===== config.mk =====
export PLATFORM = sky130hd
export DESIGN_NAME = irqc_top
export DESIGN_NICKNAME = d
export VERILOG_FILES = /design/src/rtl/irqc_pkg.sv /design/src/rtl/irqc_rst_sync.sv /design/src/rtl/irqc_prio.sv /design/src/rtl/irqc_regs.sv /design/src/rtl/irqc_top.sv
export SDC_FILE = /design/constraint.sdc
export NUM_CORES = 1
export LEC_CHECK = 0
export BUFFER_PORTS_ARGS = -buffer_cell sky130_fd_sc_hd__buf_4
export CAP_MARGIN = 25
export CORE_MARGIN = 2
export CORE_UTILIZATION = 54
export CTS_BUF_LIST = sky130_fd_sc_hd__clkbuf_16
export DETAILED_ROUTE_END_ITERATION = 8
export GPL_TIMING_DRIVEN = 0
export PLACE_DENSITY = 0.84
export SLEW_MARGIN = 30
export SYNTH_ARGS = -nofsm -noshare
export SYNTH_HDL_FRONTEND = slang
export SYNTH_SLANG_ARGS = --single-unit

===== constraint.sdc =====
create_clock -name clk -period 3.2 [get_ports clk]
set_input_delay 0.16 -clock clk [delete_from_list [all_inputs] [get_ports clk]]
set_output_delay 0.16 -clock clk [all_outputs]
set_load 0.02 [all_outputs]

===== src/rtl/irqc_pkg.sv =====
package irqc_pkg;
  // Setup sequencer position: which word the next odd-address write is
  typedef enum logic [1:0] {
    SEQ_IDLE = 2'd0,
    SEQ_BASE = 2'd1,
    SEQ_CASC = 2'd2,
    SEQ_MODE = 2'd3
  } seq_t;

  // Bit positions within command bytes
  localparam int RESTART_BIT = 4;
  localparam int RDCMD_BIT   = 3;
  localparam int SINGLE_BIT  = 1;
  localparam int MODEW_BIT   = 0;
  localparam int RSEL_EN_BIT = 1;
  localparam int RSEL_BIT    = 0;
  localparam int SMM_EN_BIT  = 6;
  localparam int SMM_BIT     = 5;
endpackage


===== src/rtl/irqc_rst_sync.sv =====
module irqc_rst_sync #(
  parameter int STAGES = 2
) (
  input  logic clk,
  input  logic rst_n,
  output logic rst_sync_n
);
  logic [STAGES-1:0] chain_q;

  always_ff @(posedge clk or negedge rst_n) begin
    if (!rst_n) chain_q <= '0;
    else        chain_q <= {chain_q[STAGES-2:0], 1'b1};
  end

  assign rst_sync_n = chain_q[STAGES-1];
endmodule


===== src/rtl/irqc_prio.sv =====
module irqc_prio #(
  parameter int N  = 8,
  localparam int LW = $clog2(N)
) (
  input  logic [N-1:0]  vec,
  output logic          any,
  output logic [LW-1:0] idx,
  output logic [N-1:0]  onehot
);
  // Lowest index wins
  always_comb begin
    idx    = '0;
    onehot = '0;
    for (int i = N - 1; i >= 0; i--) begin
      if (vec[i]) begin
        idx    = LW'(i);
        onehot = N'(1) << i;
      end
    end
  end

  assign any = |vec;
endmodule


===== src/rtl/irqc_regs.sv =====
module irqc_regs
  import irqc_pkg::*;
#(
  parameter int DW = 8,
  parameter int LW = 3
) (
  input  logic          clk,
  input  logic          rst_n,
  input  logic          wr_en,
  input  logic          addr,
  input  logic [DW-1:0] wdata,
  output logic [DW-1:0] imr_q,
  output logic [DW-1:LW] base_q,
  output logic          rd_isr_q,
  output logic          smm_q,
  output seq_t          stage_q,
  output logic          restart_hit,
  output logic          eoi_hit
);
  logic    even_wr, odd_wr, rdcmd_hit;
  logic    need_casc_q, need_mode_q, need_casc_d, need_mode_d;
  logic    imr_en, base_en, flags_en;
  logic    rd_isr_d, smm_d;
  logic [DW-1:0] imr_d;
  seq_t    stage_d;

  assign even_wr     = wr_en & ~addr;
  assign odd_wr      = wr_en &  addr;
  assign restart_hit = even_wr & wdata[RESTART_BIT];
  assign rdcmd_hit   = even_wr & ~wdata[RESTART_BIT] & wdata[RDCMD_BIT];
  assign eoi_hit     = even_wr & ~wdata[7] & wdata[5] & ~wdata[4] & ~wdata[3];

  // Next-state logic
  always_comb begin
    stage_d     = stage_q;
    need_casc_d = need_casc_q;
    need_mode_d = need_mode_q;
    imr_d       = imr_q;
    rd_isr_d    = rd_isr_q;
    smm_d       = smm_q;
    imr_en      = 1'b0;
    base_en     = 1'b0;
    flags_en    = 1'b0;
    if (restart_hit) begin
      stage_d     = SEQ_BASE;
      need_casc_d = ~wdata[SINGLE_BIT];
      need_mode_d = wdata[MODEW_BIT];
      imr_d       = '0;
      imr_en      = 1'b1;
      rd_isr_d    = 1'b0;
      smm_d       = 1'b0;
      flags_en    = 1'b1;
    end else begin
      if (rdcmd_hit) begin
        if (wdata[RSEL_EN_BIT]) rd_isr_d = wdata[RSEL_BIT];
        if (wdata[SMM_EN_BIT])  smm_d    = wdata[SMM_BIT];
      end
      if (odd_wr) begin
        unique case (stage_q)
          SEQ_IDLE: begin
            imr_d  = wdata;
            imr_en = 1'b1;
          end
          SEQ_BASE: begin
            base_en = 1'b1;
            stage_d = need_casc_q ? SEQ_CASC : (need_mode_q ? SEQ_MODE : SEQ_IDLE);
          end
          SEQ_CASC: stage_d = need_mode_q ? SEQ_MODE : SEQ_IDLE;
          SEQ_MODE: stage_d = SEQ_IDLE;
          default:  stage_d = SEQ_IDLE;
        endcase
      end
    end
  end

  // Registers
  always_ff @(posedge clk or negedge rst_n) begin
    if (!rst_n) begin
      stage_q     <= SEQ_IDLE;
      need_casc_q <= 1'b0;
      need_mode_q <= 1'b0;
      imr_q       <= '0;
      base_q      <= '0;
      rd_isr_q    <= 1'b0;
      smm_q       <= 1'b0;
    end else begin
      stage_q <= stage_d;
      rd_isr_q <= rd_isr_d;
      smm_q    <= smm_d;
      if (flags_en) begin
        need_casc_q <= need_casc_d;
        need_mode_q <= need_mode_d;
      end
      if (imr_en)  imr_q  <= imr_d;
      if (base_en) base_q <= wdata[DW-1:LW];
    end
  end
endmodule


===== src/rtl/irqc_top.sv =====
module irqc_top
  import irqc_pkg::*;
#(
  parameter int NLINES = 8,
  localparam int LW = $clog2(NLINES)
) (
  input  logic              clk,
  input  logic              rst_n,
  input  logic              wr_en,
  input  logic              addr,
  input  logic [NLINES-1:0] wdata,
  output logic [NLINES-1:0] rdata,
  input  logic [NLINES-1:0] irq_lines,
  input  logic              int_take,
  output logic              int_out,
  output logic [LW-1:0]     int_level,
  output logic [NLINES-1:0] int_vector
);
  logic                  rst_i_n;
  logic [NLINES-1:0]     irr_q, isr_q, isr_d, imr_q;
  logic [NLINES-1:LW]    base_q;
  logic                  rd_isr_q, smm_q, restart_hit, eoi_hit;
  seq_t                  stage_q;
  logic [NLINES-1:0]     pend, blk, pend_oh, blk_oh, svc_oh;
  logic                  pend_any, blk_any, svc_any;
  logic [LW-1:0]         pend_idx, blk_idx, svc_idx;

  irqc_rst_sync #(.STAGES(2)) u_rst (
    .clk(clk), .rst_n(rst_n), .rst_sync_n(rst_i_n)
  );

  irqc_regs #(.DW(NLINES), .LW(LW)) u_regs (
    .clk(clk), .rst_n(rst_i_n), .wr_en(wr_en), .addr(addr), .wdata(wdata),
    .imr_q(imr_q), .base_q(base_q), .rd_isr_q(rd_isr_q), .smm_q(smm_q),
    .stage_q(stage_q), .restart_hit(restart_hit), .eoi_hit(eoi_hit)
  );

  assign pend = irr_q & ~imr_q;
  assign blk  = smm_q ? (isr_q & ~imr_q) : isr_q;

  irqc_prio #(.N(NLINES)) u_pend (.vec(pend),  .any(pend_any), .idx(pend_idx), .onehot(pend_oh));
  irqc_prio #(.N(NLINES)) u_blk  (.vec(blk),   .any(blk_any),  .idx(blk_idx),  .onehot(blk_oh));
  irqc_prio #(.N(NLINES)) u_svc  (.vec(isr_q), .any(svc_any),  .idx(svc_idx),  .onehot(svc_oh));

  assign int_out    = pend_any & (~blk_any | (pend_idx < blk_idx));
  assign int_level  = pend_idx;
  assign int_vector = {base_q, pend_idx};
  assign rdata      = addr ? imr_q : (rd_isr_q ? isr_q : irr_q);

  // In-service next state
  always_comb begin
    isr_d = isr_q;
    if (restart_hit) begin
      isr_d = '0;
    end else begin
      if (eoi_hit && svc_any) isr_d = isr_d & ~svc_oh;
      if (int_take && int_out) isr_d = isr_d | pend_oh;
    end
  end

  always_ff @(posedge clk or negedge rst_i_n) begin
    if (!rst_i_n) begin
      irr_q <= '0;
      isr_q <= '0;
    end else begin
      irr_q <= irq_lines;
      isr_q <= isr_d;
    end
  end
endmodule


=== Word level (Yosys, flattened, before mapping) ===
Cells that the tools add are included.

* Reductions and logical operators: 17
* Order comparisons: 1
* Eq/ne operators: 3
* Mux-type cells: 60
* Bitwise gates (word level): 23

{| class="wikitable"
|+ Operator list
! kind !! count
|-
| two-way mux 8 bit || 26
|-
| two-way mux 3 bit || 16
|-
| bitwise AND 8 bit || 3
|-
| OR reduction 8 bit || 3
|-
| inverter 8 bit || 2
|-
| two-way mux 1 bit || 13
|-
| bitwise AND 1 bit || 10
|-
| nonzero test 2 bit || 5
|-
| two-way mux 2 bit || 4
|-
| bitwise OR 8 bit || 1
|-
| AND reduction 2 bit || 4
|-
| inverter 1 bit || 6
|-
| one-hot mux 2 bit (3 select lines) || 1
|-
| == test 2 bit, second input constant || 2
|-
| nonzero test 4 bit || 1
|-
| less-than comparator 3 bit || 1
|-
| AND reduction 3 bit || 1
|-
| == test 2 x 1 -> 1 bit, second input constant || 1
|-
| logical AND 1 bit || 2
|-
| zero test 2 bit || 1
|-
| bitwise OR 1 bit || 1
|}

* Logic and storage cells: 114
* Register bits after elaboration: 37
* Output and inout port bits: 20
* Input port bits: 21

=== Depth between registers and ports, before layout ===
* Depth in word-level cells: 17
* Gate-level depth with buffers: 11
* Gate-level depth less buffers: 10

=== Modules after synthesis ===
Synthesis repeated with hierarchy kept, for this count alone.

* Cell total of the unflattened synthesis: 270
* Area total of the unflattened synthesis: 2493.6 um2

{| class="wikitable"
|+ Modules (own cells, without submodules)
! module !! times used !! cells an instance !! area each (um2) !! sequential area each (um2)
|-
| irqc_top || 1 || 119 || 1078.5 || 400.4
|-
| irqc_regs || 1 || 79 || 925.9 || 475.5
|-
| irqc_prio || 3 || 23 || 145.1 || 0.0
|-
| irqc_rst_sync || 1 || 3 || 53.8 || 50.0
|}

=== Least setup slack after synthesis ===
Ideal clock, no wire load.

* Path kind: reg2out
* Start point: register u_regs.imr_q[5]
* End point: output port int_out
* Required time: 3.040 ns
* Data arrival time: 2.505 ns
* Slack: 0.535 ns
* Buffers on the path: 0
* Stages on the path, launching flop included: 8
* Path through: dfrtp_1 -> nor2b_1 -> nor2_1 -> a21oi_1 -> ha_1 -> a211o_1 -> o31a_1 -> a31oi_1

* Elaborated cells on any way between the ends: 22
* Those cells by class: order compare: 1; mux: 13; bitwise: 6; reduce/logical: 2

{| class="wikitable"
|+ RTL lines
! item !! RTL line !! RTL
|-
| start, declared || irqc_regs.sv:12 || <nowiki>output logic [DW-1:0] imr_q,</nowiki>
|-
| start signal, assigned || irqc_regs.sv:94 || <nowiki>if (imr_en) imr_q <= imr_d;</nowiki>
|-
| inverter 8 bit || irqc_top.sv:38 || <nowiki>assign pend = irr_q & ~imr_q;</nowiki>
|-
| bitwise AND 8 bit || irqc_top.sv:38 ||
|-
| two-way mux 3 bit (6 in series) || irqc_prio.sv:15 || <nowiki>if (vec[i]) begin</nowiki>
|-
| named net int_level[2] || irqc_top.sv:16 || <nowiki>output logic [LW-1:0] int_level,</nowiki>
|-
| less-than comparator 3 bit || irqc_top.sv:45 || <nowiki>assign int_out = pend_any & (~blk_any | (pend_idx < blk_idx));</nowiki>
|-
| bitwise OR 1 bit || irqc_top.sv:45 ||
|-
| bitwise AND 1 bit || irqc_top.sv:45 ||
|-
| end, declared || irqc_top.sv:15 || <nowiki>output logic int_out,</nowiki>
|}

The timed path passes the listed nets, and every way through them passes these cells.

=== Worst setup path after layout ===
* Start point: register isr_q[1]
* End point: output port int_out

* Longest elaborated chain between the ends: 7
* Elaborated cells on any way between the ends: 9
* Those cells by class: order compare: 1; mux: 3; bitwise: 4; reduce/logical: 1

{| class="wikitable"
|+ RTL lines
! item !! RTL line !! RTL
|-
| start, declared || irqc_top.sv:20 || <nowiki>logic [NLINES-1:0] irr_q, isr_q, isr_d, imr_q;</nowiki>
|-
| start signal, assigned || irqc_top.sv:67 || <nowiki>isr_q <= isr_d;</nowiki>
|-
| bitwise AND 8 bit || irqc_top.sv:39 || <nowiki>assign blk = smm_q ? (isr_q & ~imr_q) : isr_q;</nowiki>
|-
| two-way mux 8 bit (*) || irqc_top.sv:39 ||
|-
| two-way mux 3 bit (2 in series) || irqc_prio.sv:15 ||
|-
| less-than comparator 3 bit || irqc_top.sv:45 ||
|-
| bitwise OR 1 bit (*) || irqc_top.sv:45 ||
|-
| bitwise AND 1 bit (*) || irqc_top.sv:45 ||
|}

Mark *: on every way between the ends. The rest lies on a longest branch, timed or not.

==> flow_summary.yaml <==
setup_path:
  critical_path_required_ps: 3040
  crit_path_end_kind: "output pin"
  arrival_ps: 2870
  crit_path_start_kind: "flop"
  crit_type: "flop to output pin"
  crit_fanout: 7
  r2r_start: "u_regs.smm_q"
  cp-startpoint: "isr_q[1]"
logic_synthesis:
  synth_cell_type_count: 49
  syn_nets: 237
  synthTopCellsByArea: "dfrtp_1 45%, nand2_1 6.3%, o21ai_0 5.2%"
  ys_seq_area_share_pct: 45.4
  syn-cell-area_um2: 2040
  yosysWarningCount: 0
  ys_seq_elements: 37
  synth_cells: 214
  synth_top_area_share_pct: 45.4
  synth-edff-count: 0
  yosysTopAreaCell: "dfrtp_1"
  avgSynthCellArea_um2: 9.53
  ys.flop_type: "dfrtp_1"
  synthArstFlopShare_pct: 100
sta:
  fin_crit_ps: 3030
  finalCritPeriodShare_pct: 94.6
  hold_violations: 0
  setup_violations: 0
  fin_setup_tns_ps: 0
  relSlewSlack_pct: 49.2
  tightest_slew_ps: 762
  maxSlewViolCount: 0
  fmax_mhz: 330
  rsz0062_at_grt: "false"
  whs_ps: 111
  clock_skew_ps: 3.06
final_layout:
  antennaDiodeCount: 0
  fill_cells: 305
  seq_area_um2: 927
  fin_nets: 293
  instances_no_fill: 319
  multi_input_area_um2: 1050
  syn_to_final_growth_pct: 29.0
  drive_above_1_share_pct: 24.7
pwr:
  seqPwrFrac_pct: 33.7
  combPwrFrac_pct: 45.0
  p_leak_nw: 1.19
  p_int_w: 0.00133
  p_switching_w: 0.000872
  clkPwrFrac_pct: 21.3
  ir_drop_mv: 0.643
  switching_share_pct: 39.7
  powerDensity_nw_per_um2: 835
job:
  maxCapViolations: 0
clock_tree:
  cts.repair.resized: 0
  numClockSinks: 37
  hold_buffers: 9
  numCtsBuffers: 5
  ctsLongestPathBuffers: 2
  insertion_delay_ps: 280
  cts_setup_buffers: 0
  root_buffer: "clkbuf_16"
  cts_max_level: 2
  cts_tree: "yes"
  clk_pin_slew_ps: 60
placed_design:
  numPortBuffers: 40
  dp.cells: 302
  gp_congestion: 0.836
  place_hpwl_um: 3750
global_routing:
  overflow: 0
  grt_pass1_wl_um: 8710
  antenna_found_initial: 0
  top_usage_layer: "met2"
  globalRouteMet3Util_pct: 4.97
  grt_usage_pct: 27.5
  use_met2_pct: 47.7
  grt_pass1_vias: 1885
  use_met1_pct: 33.9
  grt_max_degree: 36
floorplanning:
  core_um2: 3630
  dieArea_um2: 4280
  die_w_um: 65.5
  rows: 22
  die_h_um: 65.5
  start_util_pct: 56.1
  io_pins: 41
drt:
  drtIter0Drc: 150
  wl_per_cell_um: 16.8
  drc: 0
  viasPerCell: 6.00
  drt_wl_total_um: 5370
  detailedRoute.firstPassIterationCount: 4
  vias: 1915
  ant_nets: 0
min_path:
  holdCritPathClass: "primary input to flop"
  hold_start: "wdata[2]"
outcome:
  status: "finished, final reports clean"
-- area by class of cell --
type / count / share of cell area (%)
multi-input cells: 165 / 39.9
flip-flops and latches: 37 / 35.3
repair buffers: 49 / 14.8
clock buffers: 5 / 4.76
well taps: 48 / 2.28
plain buffers: 10 / 2.19
clock inverters: 3 / 0.523
inverters: 2 / 0.285
-- synth_stat cells (2+ instances only) --
master	number
a21boi_1	5
inv_1	2
nand2_1	34
nor2b_1	8
a211o_1	2
a21bo_2	2
mux2i_1	10
mux2_2	5
a21boi_2	3
o21ai_1	2
a41oi_1	2
nor3_1	3
nor4_1	3
a21oi_1	8
o31ai_1	2
o21ai_0	21
buf_4	3
a31oi_1	2
clkbuf_1	5
o22ai_1	4
ha_1	2
dfrtp_1	37
nand3_1	6
nand2b_1	6
o211ai_1	2
nand4_1	3
nor2_1	10
-- flip-flops by register name (all words and copies together) (netlist names) --
register            count
u_regs.stage_q          2
irr_q                   8
u_regs.imr_q            8
u_regs.rd_isr_q         1
u_regs.need_mode_q      1
u_regs.need_casc_q      1
isr_q                   8
u_regs.base_q           5
u_rst.chain_q           2
u_regs.smm_q            1
-- path summary, 6_finish.rpt --
kind / cells past startpoint / endpoint / slack (ps)
setup / recovery: 8 / int_out / 170
hold / removal: 3 / u_regs.imr_q[2] / 110
setup reg to reg: 11 / isr_q[1] / 570
hold reg to reg: 0 / u_regs.need_mode_q / 350
max in group asynchronous: 0 / irr_q[2] / 2370
min in group asynchronous: 2 / u_rst.chain_q[0] / 190
-- metal layers --
layer,vias to the layer above,part of all wire [%],wire [µm]
met4,0,1.5,79
met1,923,41,2190
li1,881,-,-
met3,10,7.3,390
met5,-,0,0
met2,101,50,2710
-- critical path, cell delays in order (launching register included) --
cell and delay [ps]:
dfrtp_1 430, a21boi_1 200, nor4_2 320, or2b_1 270
ha_1 310, a211o_1 290, o31a_1 380, a31oi_1 210
buf_4 180
-- cell families after synthesis --
logic type,synth area share [%]
xor gates and xnor gates,0.430
buffers and inverters,3.19
AOI/OAI and AO/OA,20.3
and+or+nand+nor,21.6
DFF,45.4
other,0.184
muxes,7.67
adders and majority gates,1.23
-- stage by stage --
stage          area (µm²)  setup slack [ps]  utilization, %  power (W)
3_3_place_gp         2400               551            66.0    0.00168
3_5_place_dp         2400               495            66.1    0.00171
2_1_floorplan        2040               535               -    0.00137
6_report             2630               174            72.4    0.00220
5_1_grt              2630              15.5            72.4    0.00233
4_1_cts              2630               192            72.4    0.00219
-- cell usage in the layout (no fill, tap or decap), drive strengths merged, types with 2 or more instances in the layout --
cell / synthesis / routed
a211o: 2 / 2
a21bo: 2 / 2
a21boi: 8 / 8
a21oi: 8 / 8
a31oi: 2 / 2
a41oi: 2 / 2
buf: 5 / 45
clkbuf: 5 / 10
clkinv: 0 / 2
dfrtp: 37 / 37
dlygate4sd3: 0 / 9
ha: 2 / 2
inv: 2 / 3
mux2: 5 / 5
mux2i: 10 / 10
nand2: 34 / 34
nand2b: 6 / 6
nand3: 6 / 6
nand4: 3 / 3
nor2: 10 / 10
nor2b: 8 / 8
nor3: 3 / 3
nor4: 5 / 5
o211ai: 2 / 2
o21ai: 23 / 23
o22ai: 4 / 4
o311ai: 2 / 2
o31ai: 2 / 2
or4: 2 / 2
-- power by group through the flow --
| stage | Combinational (W) | Sequential [W] | Clock, W |
|---|---|---|---|
| 3_3_place_gp | 0.000946 | 0.000732 | 0 |
| 3_5_place_dp | 0.000968 | 0.000740 | 0 |
| 4_1_cts | 0.000986 | 0.000736 | 0.000468 |
| 2_1_floorplan | 0.000633 | 0.000740 | 0 |
| 5_1_grt | 0.00107 | 0.000763 | 0.000492 |
| 6_report | 0.000989 | 0.000740 | 0.000468 |
(Power assumes the default switching activity.)
